File: src/rtl/mcc_pkg.sv
package mcc_pkg;

   // Controller phase: idle is the only point where a new cycle is chosen
   typedef enum logic [1:0] {
      MC_IDLE = 2'd0,
      MC_CPU  = 2'd1,
      MC_DMA  = 2'd2
   } mc_state_e;

endpackage

File: src/rtl/mcc_seq_track.sv
module mcc_seq_track #(
   parameter int AW         = 30,
   parameter int LINE_WORDS = 4
) (
   input  logic          clk,
   input  logic          rst_n,
   input  logic [AW-1:0] addr,
   input  logic          cpu_done,
   input  logic          dma_done,
   output logic          seq_ok
);

   localparam int LB      = $clog2(LINE_WORDS);
   localparam int LB_SAFE = (LB == 0) ? 1 : LB;

   logic [AW-1:0] prev_q;
   logic          valid_q;
   logic          at_line;
   logic [AW-1:0] follow;

   // Previous address moves only on processor completions; DMA breaks the chain
   always_ff @(posedge clk or negedge rst_n) begin
      if (!rst_n) begin
         prev_q  <= '0;
         valid_q <= 1'b0;
      end else if (cpu_done) begin
         prev_q  <= addr;
         valid_q <= 1'b1;
      end else if (dma_done) begin
         valid_q <= 1'b0;
      end
   end

   generate
      if (LINE_WORDS == 1) begin : g_every_word
         assign at_line = 1'b1;
      end else begin : g_line
         assign at_line = (addr[LB_SAFE-1:0] == '0);
      end
   endgenerate

   assign follow = prev_q + 1'b1;
   assign seq_ok = valid_q && (addr == follow) && !at_line;


   dma_clears_chk: assert property (@(posedge clk) disable iff (!rst_n)
      (dma_done && !cpu_done) |=> !seq_ok);

endmodule

File: src/rtl/mcc_timer.sv
module mcc_timer #(
   parameter int LIMIT = 2
) (
   input  logic clk,
   input  logic rst_n,
   input  logic start,
   input  logic run,
   output logic last
);

   localparam int CW = $clog2(LIMIT + 1);

   logic [CW-1:0] cnt_q;

   assign last = run && (cnt_q == CW'(LIMIT - 1));

   always_ff @(posedge clk or negedge rst_n) begin
      if (!rst_n)      cnt_q <= '0;
      else if (start)  cnt_q <= CW'(1);
      else if (last)   cnt_q <= '0;
      else if (run)    cnt_q <= cnt_q + 1'b1;
   end


   cnt_range_chk: assert property (@(posedge clk) disable iff (!rst_n)
      cnt_q < CW'(LIMIT));

endmodule

File: src/rtl/memcyc_ctrl.sv
module memcyc_ctrl
   import mcc_pkg::*;
#(
   parameter int AW         = 30,
   parameter int LINE_WORDS = 4,
   parameter int NS_CLKS    = 2,
   parameter int DMA_CLKS   = 2
) (
   input  logic          clk,
   input  logic          rst_n,
   input  logic          cpu_req,
   input  logic [AW-1:0] cpu_addr,
   input  logic          cpu_we,
   output logic          cpu_ready,
   input  logic          dma_req,
   input  logic [AW-1:0] dma_addr,
   output logic          dma_grant,
   output logic          mem_strobe,
   output logic          mem_seq,
   output logic          mem_dma,
   output logic [AW-1:0] mem_addr,
   output logic          mem_we
);

   generate
      if (NS_CLKS < 2) begin : g_bad_ns
         initial $error("NS_CLKS must be at least 2");
      end
      if (DMA_CLKS < 2) begin : g_bad_dma
         initial $error("DMA_CLKS must be at least 2");
      end
      if ((LINE_WORDS < 1) || ((LINE_WORDS & (LINE_WORDS - 1)) != 0)) begin : g_bad_line
         initial $error("LINE_WORDS must be a power of two");
      end
      if (AW < $clog2(LINE_WORDS) + 1) begin : g_bad_aw
         initial $error("AW too narrow for LINE_WORDS");
      end
   endgenerate

   mc_state_e state_q, state_d;
   logic      seq_ok;
   logic      cpu_start, dma_start;
   logic      cpu_last, dma_last;

   mcc_seq_track #(.AW(AW), .LINE_WORDS(LINE_WORDS)) u_track (
      .clk      (clk),
      .rst_n    (rst_n),
      .addr     (cpu_addr),
      .cpu_done (cpu_ready),
      .dma_done (dma_grant),
      .seq_ok   (seq_ok)
   );

   mcc_timer #(.LIMIT(NS_CLKS)) u_cpu_tmr (
      .clk   (clk),
      .rst_n (rst_n),
      .start (cpu_start),
      .run   (state_q == MC_CPU),
      .last  (cpu_last)
   );

   mcc_timer #(.LIMIT(DMA_CLKS)) u_dma_tmr (
      .clk   (clk),
      .rst_n (rst_n),
      .start (dma_start),
      .run   (state_q == MC_DMA),
      .last  (dma_last)
   );

   // Decision order at idle: sequential processor access, then DMA, then a
   // non-sequential processor access.
   always_comb begin
      state_d    = state_q;
      cpu_start  = 1'b0;
      dma_start  = 1'b0;
      cpu_ready  = 1'b0;
      dma_grant  = 1'b0;
      mem_strobe = 1'b0;
      mem_seq    = 1'b0;
      mem_dma    = 1'b0;
      mem_addr   = cpu_addr;
      mem_we     = 1'b0;
      unique case (state_q)
         MC_IDLE: begin
            if (cpu_req && seq_ok) begin
               mem_strobe = 1'b1;
               mem_seq    = 1'b1;
               mem_we     = cpu_we;
               cpu_ready  = 1'b1;
            end else if (dma_req) begin
               mem_strobe = 1'b1;
               mem_dma    = 1'b1;
               mem_addr   = dma_addr;
               dma_start  = 1'b1;
               state_d    = MC_DMA;
            end else if (cpu_req) begin
               mem_strobe = 1'b1;
               mem_we     = cpu_we;
               cpu_start  = 1'b1;
               state_d    = MC_CPU;
            end
         end
         MC_CPU: begin
            mem_strobe = 1'b1;
            mem_we     = cpu_we;
            if (cpu_last) begin
               cpu_ready = 1'b1;
               state_d   = MC_IDLE;
            end
         end
         MC_DMA: begin
            mem_strobe = 1'b1;
            mem_dma    = 1'b1;
            mem_addr   = dma_addr;
            if (dma_last) begin
               dma_grant = 1'b1;
               state_d   = MC_IDLE;
            end
         end
         default: state_d = MC_IDLE;
      endcase
   end

   always_ff @(posedge clk or negedge rst_n) begin
      if (!rst_n) state_q <= MC_IDLE;
      else        state_q <= state_d;
   end

   // Tracks a DMA completion not yet followed by a processor completion
   logic after_dma_q;
   always_ff @(posedge clk or negedge rst_n) begin
      if (!rst_n)         after_dma_q <= 1'b0;
      else if (dma_grant) after_dma_q <= 1'b1;
      else if (cpu_ready) after_dma_q <= 1'b0;
   end


   seq_one_clk_chk: assert property (@(posedge clk) disable iff (!rst_n)
      mem_seq |-> (cpu_ready && !mem_dma));


   nseq_multi_chk: assert property (@(posedge clk) disable iff (!rst_n)
      (cpu_ready && !mem_seq) |-> $past(mem_strobe && !mem_dma && !cpu_ready));


   dma_cycle_chk: assert property (@(posedge clk) disable iff (!rst_n)
      dma_grant |-> (mem_dma && !mem_we && $past(mem_dma)));


   after_dma_chk: assert property (@(posedge clk) disable iff (!rst_n)
      after_dma_q |-> !mem_seq);


   one_done_chk: assert property (@(posedge clk) disable iff (!rst_n)
      $onehot0({cpu_ready, dma_grant}));

endmodule

File: config.mk
export PLATFORM = sky130hd
export DESIGN_NAME = memcyc_ctrl
export DESIGN_NICKNAME = d
export VERILOG_FILES = /design/src/rtl/mcc_pkg.sv /design/src/rtl/mcc_seq_track.sv /design/src/rtl/mcc_timer.sv /design/src/rtl/memcyc_ctrl.sv
export SDC_FILE = /design/constraint.sdc
export NUM_CORES = 1
export LEC_CHECK = 0
export ABC_AREA = 1
export BUFFER_PORTS_ARGS = -buffer_cell sky130_fd_sc_hd__buf_2
export CORE_UTILIZATION = 33
export CTS_BUF_LIST = sky130_fd_sc_hd__clkbuf_16
export CTS_CLUSTER_DIAMETER = 30
export DETAILED_ROUTE_END_ITERATION = 6
export PLACE_DENSITY_LB_ADDON = 0.05
export SYNTH_ARGS = -nofsm -noshare
export SYNTH_HDL_FRONTEND = slang
export SYNTH_HIERARCHICAL = 1
export SYNTH_SLANG_ARGS = --single-unit
File: constraint.sdc
create_clock -name clk -period 8.5 [get_ports clk]
set_input_delay 0.425 -clock clk [delete_from_list [all_inputs] [get_ports clk]]
set_output_delay 0.425 -clock clk [all_outputs]
set_load 0.02 [all_outputs]
==> key figures, run 1 <==
Status
  – Outcome: finished clean

Place
  – DP Worst Slack: 4.77 ns
  – Port bufs: 100
  – Detailed placement HPWL: 7.84 mm
  – Weighted congestion at the end of routability-driven global placement: 0.867

Drt
  – First-iteration detailed-routing DRC count: 183
  – Routed Antenna Nets: 0
  – Per-cell routed wire length: 12.2 um
  – Met3 routed wirelength: 499 um
  – Highest routing layer actually used: met4
  – Met1 wire length: 4.79 mm
  – DRT Wirelength: 10.0 mm
  – Via count of the routed design: 3,665
  – Metal2 WL: between 4 and 5 mm
  – Number of remaining DRC errors: 0
  – Per-cell via count in the routed design: 4.49
  – DRT Pass-1 Iters: 4

Timing
  – Final worst-path cycle share: between 40% and 50%
  – Final critical-path required period: roughly 3.7 ns
  – Setup repair after global routing missed its margin: no
  – Slew at the pin closest to its max-slew limit: 0.905 ns
  – Final setup fails: 0
  – Final Hold Violating Endpoints: 0
  – Summed negative setup slack over all endpoints: 0 ns
  – Number of pins with negative max-slew slack in the final report: 0
  – Final worst clock skew: 0.00558 ns
  – Crit path setup slack, layout: 4.79 ns
  – Tightest slew margin relative to the limit: 39.7%
  – Highest clock rate: 0.269 GHz

Worst setup path
  – Sort of element at the start of the critical path: flop
  – Worst Path Buf+Inv: 3
  – Most used cell along the critical path: sky130_fd_sc_hd__nand2_1
  – Crit path depth: 17
  – Slowest library cell on the worst path: sky130_fd_sc_hd__clkinv_1
  – Nature of the critical path endpoint: flop
  – Required time of the critical path: 8.66 ns
  – Critical path start-end classification: flop to flop
  – Logic depth of the worst register-to-register path: 17
  – Data arrival time of the worst path: 3.87 ns
  – Peak fanout along the critical path: 44
  – Delay of the slowest cell on the worst path: roughly 0.66 ns
  – Dominant delay contributor by cell family on the critical path: simple AND/OR/NAND/NOR gates
  – Cells along the critical path: ha_1 > nand2_1 > nor2_2 > nand2_1 > nor2_2 > nand2_1 > xor2_1 > inv_1 > nand2_1 > nand3_1 > nor3_2 > nand3_1 > o21ai_2 > buf_4 > clkinv_1 > nand2_1 > nand2_1

Cells and area
  – Final antenna diode count: 0
  – Proportion of layout cells with a drive suffix above 1: 23.8%
  – Growth of design area from synthesis to finish: 21.1%
  – Nets: between 700 and 800

CTS
  – Post_cts resized: 0
  – Total CTS buffers: 5
  – Number of H-tree levels: 2
  – Clock transition at the register clock pins on the worst setup and hold paths after CTS: approximately 0.060 ns
  – Root buf cell: sky130_fd_sc_hd__clkbuf_16
  – Setup Fix Bufs, Post-CTS: 0
  – Hold buffer count at cts: 0
  – Clock insertion delay at the later pin of the skew report: 0.28 ns
  – TritonCTS clock tree: done
  – Clock Tree Buf Depth: 2
  – Clock Sink Count: 37

Synth
  – Fraction of registers with async set or reset after synthesis: between 90% and 100%
  – Number of enable flip-flop cells after synthesis: 0
  – Sequential area share after synthesis: between 20% and 30%
  – Proportion of netlist area held by the largest area contributor: 26.2%
  – Netlist area before placement: 3530 sq um
  – Number of instances in the synthesized netlist: 583
  – Library cell occupying the most area in the post-synthesis netlist: sky130_fd_sc_hd__dfrtp_1
  – Cell with the most instances after synthesis: sky130_fd_sc_hd__nand2_1
  – Commonest cells post-synth: sky130_fd_sc_hd__nand2_1 (243), sky130_fd_sc_hd__inv_1 (94), sky130_fd_sc_hd__nor2_1 (52), sky130_fd_sc_hd__dfrtp_1 (37), sky130_fd_sc_hd__o21ai_2 (31)
  – Number of unique standard cell types used by synthesis: 27
  – Number of warnings issued by yosys: 6
  – Most frequently used flop master after synthesis: sky130_fd_sc_hd__dfrtp_1
  – Flip-flop and latch count after synthesis: 37
  – Average size of a mapped cell: 6.06 sq um
  – Number of nets in the synthesized netlist: 653
  – Cell types with the largest area share after synthesis: sky130_fd_sc_hd__dfrtp_1 (26%), sky130_fd_sc_hd__nand2_1 (26%), sky130_fd_sc_hd__inv_1 (10%)

Min path
  – Class of the most critical hold timing path: input pin to asynchronous set/reset pin

Global routing
  – Initial antenna violation count: 0
  – Overall global routing resource usage: about a fifth
  – Pin count of the biggest net entering global routing: 45
  – First-pass GRT wire length: 16.7 mm
  – Aggregate global routing overflow: 0
  – Number of global-route vias before repair: roughly 3,500

Power and ir drop
  – Largest vdd supply drop: roughly 0.14 mV
  – Power density cells: 310 nW/um^2
  – Static Leakage: 2.40 nW
  – Power, Total: 1.33 mW

Floorplanning
  – Die outline height: 105 um
  – Chip Width: 105 um
  – Die footprint: 11,100 sq um
  – Number of ports placed on the die boundary: around 100
  – Initial core utilization: 34.1%
  – Number of rows created at floorplan: 37
  – Core region area: 10,400 sq um

Job
  – Max-cap violations: 0
-- stage by stage --
stage	cells	instance area, sq um	hold WS (ns)	util [%]
final	817	4280	0.279	41.3
after global routing	817	4280	0.350	41.3
after CTS	817	4280	0.311	41.3
after detailed placement	809	4140	0.478	39.9
after global placement	809	4140	0.477	39.9
after floorplan	583	3530	0.129	-
-- report_power, final --
| part | switching, mW | total (mW) | internal (mW) |
|---|---|---|---|
| registers | 0.102 | 0.362 | 0.260 |
| clock network | 0.0700 | 0.176 | 0.106 |
| logic | 0.516 | 0.787 | 0.271 |
| total | 0.688 | 1.33 | 0.638 |
-- layout by cell type, fill, tap and decap left out --
cell                        netlist  layout
sky130_fd_sc_hd__a31oi_1          1       1
sky130_fd_sc_hd__buf_2            0     100
sky130_fd_sc_hd__xnor2_1          8       8
sky130_fd_sc_hd__inv_1           94      95
sky130_fd_sc_hd__nand4_1          3       3
sky130_fd_sc_hd__clkbuf_16        0       5
sky130_fd_sc_hd__inv_2            1       1
sky130_fd_sc_hd__and2_1           1       1
sky130_fd_sc_hd__buf_4            0       2
sky130_fd_sc_hd__ha_1             5       5
sky130_fd_sc_hd__a21o_1           1       1
sky130_fd_sc_hd__nor3_2           1       1
sky130_fd_sc_hd__nor2_1          52      52
sky130_fd_sc_hd__nor3_1           2       2
sky130_fd_sc_hd__clkinv_1         2       2
sky130_fd_sc_hd__o21ai_4          0       1
sky130_fd_sc_hd__nand2_2          8       8
sky130_fd_sc_hd__nand3b_1         5       5
sky130_fd_sc_hd__nor2_4           5       5
sky130_fd_sc_hd__xor2_1          14      14
sky130_fd_sc_hd__nand3_1         28      28
sky130_fd_sc_hd__nor2_2           4       4
sky130_fd_sc_hd__dfrtp_1         37      37
sky130_fd_sc_hd__nand3_2          2       2
sky130_fd_sc_hd__nand2_1        243     243
sky130_fd_sc_hd__o21bai_1         6       6
sky130_fd_sc_hd__o21ai_2         31      31
sky130_fd_sc_hd__a21oi_1          3       3
sky130_fd_sc_hd__clkinv_2         0       2
sky130_fd_sc_hd__o21ai_0         14      13
-- path summary, 6_finish.rpt --
kind	slack, ns	start	to
worst max-delay path	4.79	u_track/prev_q[0]	u_track/prev_q[15]
worst min-delay path	0.28	rst_n	u_track/prev_q[8]
worst max register to register	4.79	u_track/prev_q[0]	u_track/prev_q[15]
worst min register to register	0.49	u_track/prev_q[29]	u_track/prev_q[29]
max in group asynchronous	7.65	rst_n	state_q[0]
min in group clk	0.39	cpu_addr[8]	u_track/prev_q[8]
-- state kept, by name, indices dropped and copies added (netlist names) --
register	flops
state_q	2
u_dma_tmr/cnt_q	2
u_cpu_tmr/cnt_q	2
u_track/prev_q	30
u_track/valid_q	1
-- cells by family (layout without fill, tap and decap cells) --
family / after synthesis / after routing / share of synthesized area [%]
AOI/OAI and AO/OA: 56 / 56 / 11.8
xor gates and xnor gates: 22 / 22 / 5.46
adders and majority gates: 5 / 5 / 1.77
buffers and inverters: 109 / 207 / 12.9
DFF: 37 / 37 / 26.2
and+or+nand+nor: 354 / 354 / 41.9
-- area by class of cell --
type | count | area [sq um]
clock inverters | 3 | 13.8
well taps | 136 | 170
clock buffers | 5 | 125
fillers | 1160 | 6090
flip-flops and latches | 37 | 926
multi-input cells | 437 | 2160
repair buffers | 102 | 515
inverters | 97 | 364
-- per-layer routing --
| layer | track usage [%] | vias up |
|---|---|---|
| li1 | - | 1950 |
| met1 | 25.4 | 1611 |
| met2 | 31.3 | 94 |
| met3 | 2.78 | 10 |
| met4 | 4.93 | 0 |
| met5 | 0 | - |
Note: power is estimated with default switching activity, not from simulation.
==> run 2, diff against run 1 <==
==> constraint.sdc (replaced) <==
create_clock -name clk -period 3.8 [get_ports clk]
set_input_delay 0.19 -clock clk [delete_from_list [all_inputs] [get_ports clk]]
set_output_delay 0.19 -clock clk [all_outputs]
set_load 0.02 [all_outputs]
==> run 2 against run 1 <==
  * Critical path depth unchanged
  * Setup slack got worse by 4.4 ns
  * Total power increased by 130%
  * Clock power increased by 130%
  * Combinational power increased by 140%
  * Non-clock buffer count increased by 8
  * Clock skew about the same
  * Critical endpoint is now mem_addr[11]
==> key figures, run 2 (same netlist as run 1, synthesis figures left out) <==
Floorplanning
  – Initial core utilization: 34.1% (unchanged)
  – Die footprint: 11,100 sq um (unchanged)
  – Chip Width: 105 um (unchanged)
  – Die outline height: 105 um (unchanged)
  – Number of ports placed on the die boundary: 101 (unchanged)
  – Core region area: 10,400 sq um (unchanged)
  – Number of rows created at floorplan: 37 (unchanged)

Power and ir drop
  – Relative contribution of combinational cells to total power: 60.7% (+1.3 points)
  – Static Leakage: 2.44 nW (+1.8%)
  – Part of the total power dissipated in the clock network: 13.0% (-0.3 points)
  – Part of the power in registers: 26.3% (-1.0 points)
  – Largest vdd supply drop: 0.372 mV (+160%)
  – Psw: 1.59 mW (+130%)
  – Power density cells: 704 nW/um^2 (+130%)
  – Internal power summed over all cells: 1.49 mW (+130%)
  – Switching Fraction: 51.6% (-0.28 points)

Place
  – Port bufs: 100 (unchanged)
  – DP Cell Count: 810 (+0.12%)
  – Detailed placement HPWL: 7.69 mm (-1.9%)
  – Placed standard-cell area: 4150 sq um (+0.18%)
  – Weighted congestion at the end of routability-driven global placement: 0.862 (-0.67%)

Worst setup path
  – Reg-to-reg setup timing slack: 0.85 ns (-3.94 ns)
  – Logic depth of the worst register-to-register path: 15 (-2)
  – Peak fanout along the critical path: 31 (-30%)
  – Nature of the critical path endpoint: output pin
  – Critical path start-end classification: flop to output pin
  – Data arrival time of the worst path: 3.22 ns (-0.65 ns)
  – Sort of element at the start of the critical path: flop
  – Reg-to-Reg Start: u_track/prev_q[0]
  – Endpoint of the most critical register-to-register path: u_track/prev_q[7]
  – Required time of the critical path: 3.61 ns (-5.05 ns)

Drt
  – DRT Wirelength: 10.4 mm (+3.8%)
  – First-iteration detailed-routing DRC count: 135 (-26%)
  – Number of remaining DRC errors: 0 (unchanged)
  – Per-cell routed wire length: 12.6 um (+2.6%)
  – Via count of the routed design: 3,704 (+1.1%)
  – Per-cell via count in the routed design: 4.48 (about the same)
  – DRT Pass-1 Iters: 6 (+2)
  – Routed Antenna Nets: 0 (unchanged)

Cells and area
  – Commonest cells after routing, fill and taps aside: sky130_fd_sc_hd__nand2_1 (243), sky130_fd_sc_hd__buf_2 (100), sky130_fd_sc_hd__inv_1 (94)
  – Growth of design area from synthesis to finish: 23.8%
  – Commonest non-fill, non-tap cell in the layout: sky130_fd_sc_hd__nand2_1
  – Register with the highest flop count: u_track/prev_q
  – Nets: 759 (+1.2%)
  – Final antenna diode count: 0 (unchanged)
  – Proportion of layout cells with a drive suffix above 1: 24.6% (+0.85 points)
  – Post-route cell area: 4370 sq um (+2.3%)
  – Max reg flops: 30 (unchanged)
  – Count of placed standard cells in the final layout, fillers left out: 826 (+1.1%)
  – Filler Cell Count: 1,157 (-0.26%)

CTS
  – Clock Tree Buf Depth: 2 (unchanged)
  – Total CTS buffers: 5 (unchanged)
  – Number of H-tree levels: 2 (unchanged)
  – TritonCTS clock tree: done
  – Clock insertion delay at the later pin of the skew report: 0.28 ns (about the same)
  – Clock Sink Count: 37 (unchanged)
  – Clock transition at the register clock pins on the worst setup and hold paths after CTS: 0.06 ns (about the same)
  – Hold buffer count at cts: 0 (unchanged)
  – Root buf cell: sky130_fd_sc_hd__clkbuf_16

Status
  – Outcome: finished clean

Timing
  – Number of pins with negative max-slew slack in the final report: 0 (unchanged)
  – Final worst-path cycle share: 89.8%
  – Final critical-path required period: 3.41 ns
  – Final setup fails: 0 (unchanged)
  – Final Hold Violating Endpoints: 0 (unchanged)
  – Summed negative setup slack over all endpoints: 0 ns (unchanged)
  – Final worst clock skew: 0.00525 ns (-0.000327 ns)
  – Tightest slew margin relative to the limit: 38.4% (-1.3 points)
  – Slew at the pin closest to its max-slew limit: 0.925 ns (+0.0198 ns)
  – Setup repair after global routing missed its margin: no
  – Highest clock rate: 0.293 GHz

Global routing
  – Aggregate global routing overflow: 0 (unchanged)
  – First-pass GRT wire length: 16.6 mm (-0.41%)
  – Number of global-route vias before repair: 3,476 (-1.1%)
  – Overall global routing resource usage: 18.9% (+0.085 points)
  – Pin count of the biggest net entering global routing: 44 (-2.2%)
  – Initial antenna violation count: 0 (unchanged)

Job
  – Max-cap violations: 0 (unchanged)

Min path
  – Class of the most critical hold timing path: input pin to asynchronous set/reset pin
run 2: metal layers:
metal / share of wire, % / vias to the layer above / track usage (%)
met4: 1.8 / 0 / 5.94
li1: - / 1966 / -
met2: 44 / 92 / 31.3
met3: 3.3 / 15 / 2.29
met5: 0 / - / 0
met1: 51 / 1631 / 25.6
run 2: power groups by stage:
stage | logic, mW | clock network (mW) | registers (mW)
floorplan | 1.37 | 0 | 0.748
global placement | 1.76 | 0 | 0.809
detailed placement | 1.78 | 0 | 0.813
CTS | 1.78 | 0.418 | 0.808
global route | 2.11 | 0.431 | 0.840
finish | 1.87 | 0.401 | 0.810
run 2: worst max path at each step:
| stage | to | cells past startpoint | from |
|---|---|---|---|
| floorplan | u_track/prev_q[10] | 18 | u_track/prev_q[0] |
| global placement | mem_addr[16] | 17 | u_track/prev_q[0] |
| detailed placement | mem_addr[24] | 17 | u_track/prev_q[0] |
| CTS | mem_addr[11] | 17 | u_track/prev_q[0] |
| global route | mem_addr[2] | 17 | u_track/prev_q[0] |
| finish | mem_addr[11] | 17 | u_track/prev_q[0] |
run 2: layout make-up:
cell class                 instances  area (sq um)  area share [%]
multi-input combinational        438          2180            49.9
sequential                        37           926            21.2
timing repair buffer             110           592            13.5
inverter                          97           364            8.32
tap                              136           170            3.89
clock buffer                       5           125            2.86
clock inverter                     3          12.5           0.286
run 2: what timing repair did:
item	CTS	global route
endpoints found under the setup margin	0	32
hold endpoints to repair	0	0
setup buffers	0	7
resized for setup	0	3
run 2: through the flow:
step	power [mW]	setup slack, ns	hold WS [ns]	utilization [%]
CTS	3.01	0.183	0.0852	41.3
global route	3.38	0.0108	0.120	42.2
finish	3.08	0.387	0.0332	42.2
detailed placement	2.59	0.491	0.385	40.0
global placement	2.57	0.614	0.388	40.0
floorplan	2.12	0.767	-0.106	-
run 2: worst max-delay path: stages, from the launching register on:
cell,delay (ns)
sky130_fd_sc_hd__dfrtp_1,0.40
sky130_fd_sc_hd__ha_1,0.23
sky130_fd_sc_hd__nand2_1,0.10
sky130_fd_sc_hd__nor2_2,0.15
sky130_fd_sc_hd__nand2_1,0.13
sky130_fd_sc_hd__nor2_2,0.21
sky130_fd_sc_hd__nand2_1,0.10
sky130_fd_sc_hd__xor2_1,0.20
sky130_fd_sc_hd__inv_1,0.06
sky130_fd_sc_hd__nand2_1,0.05
sky130_fd_sc_hd__nand3_1,0.08
sky130_fd_sc_hd__nor3_2,0.27
sky130_fd_sc_hd__nand2_1,0.10
sky130_fd_sc_hd__nand3_2,0.17
sky130_fd_sc_hd__nand2_4,0.27
sky130_fd_sc_hd__nand2_1,0.18
sky130_fd_sc_hd__o21ai_2,0.06
sky130_fd_sc_hd__buf_2,0.18
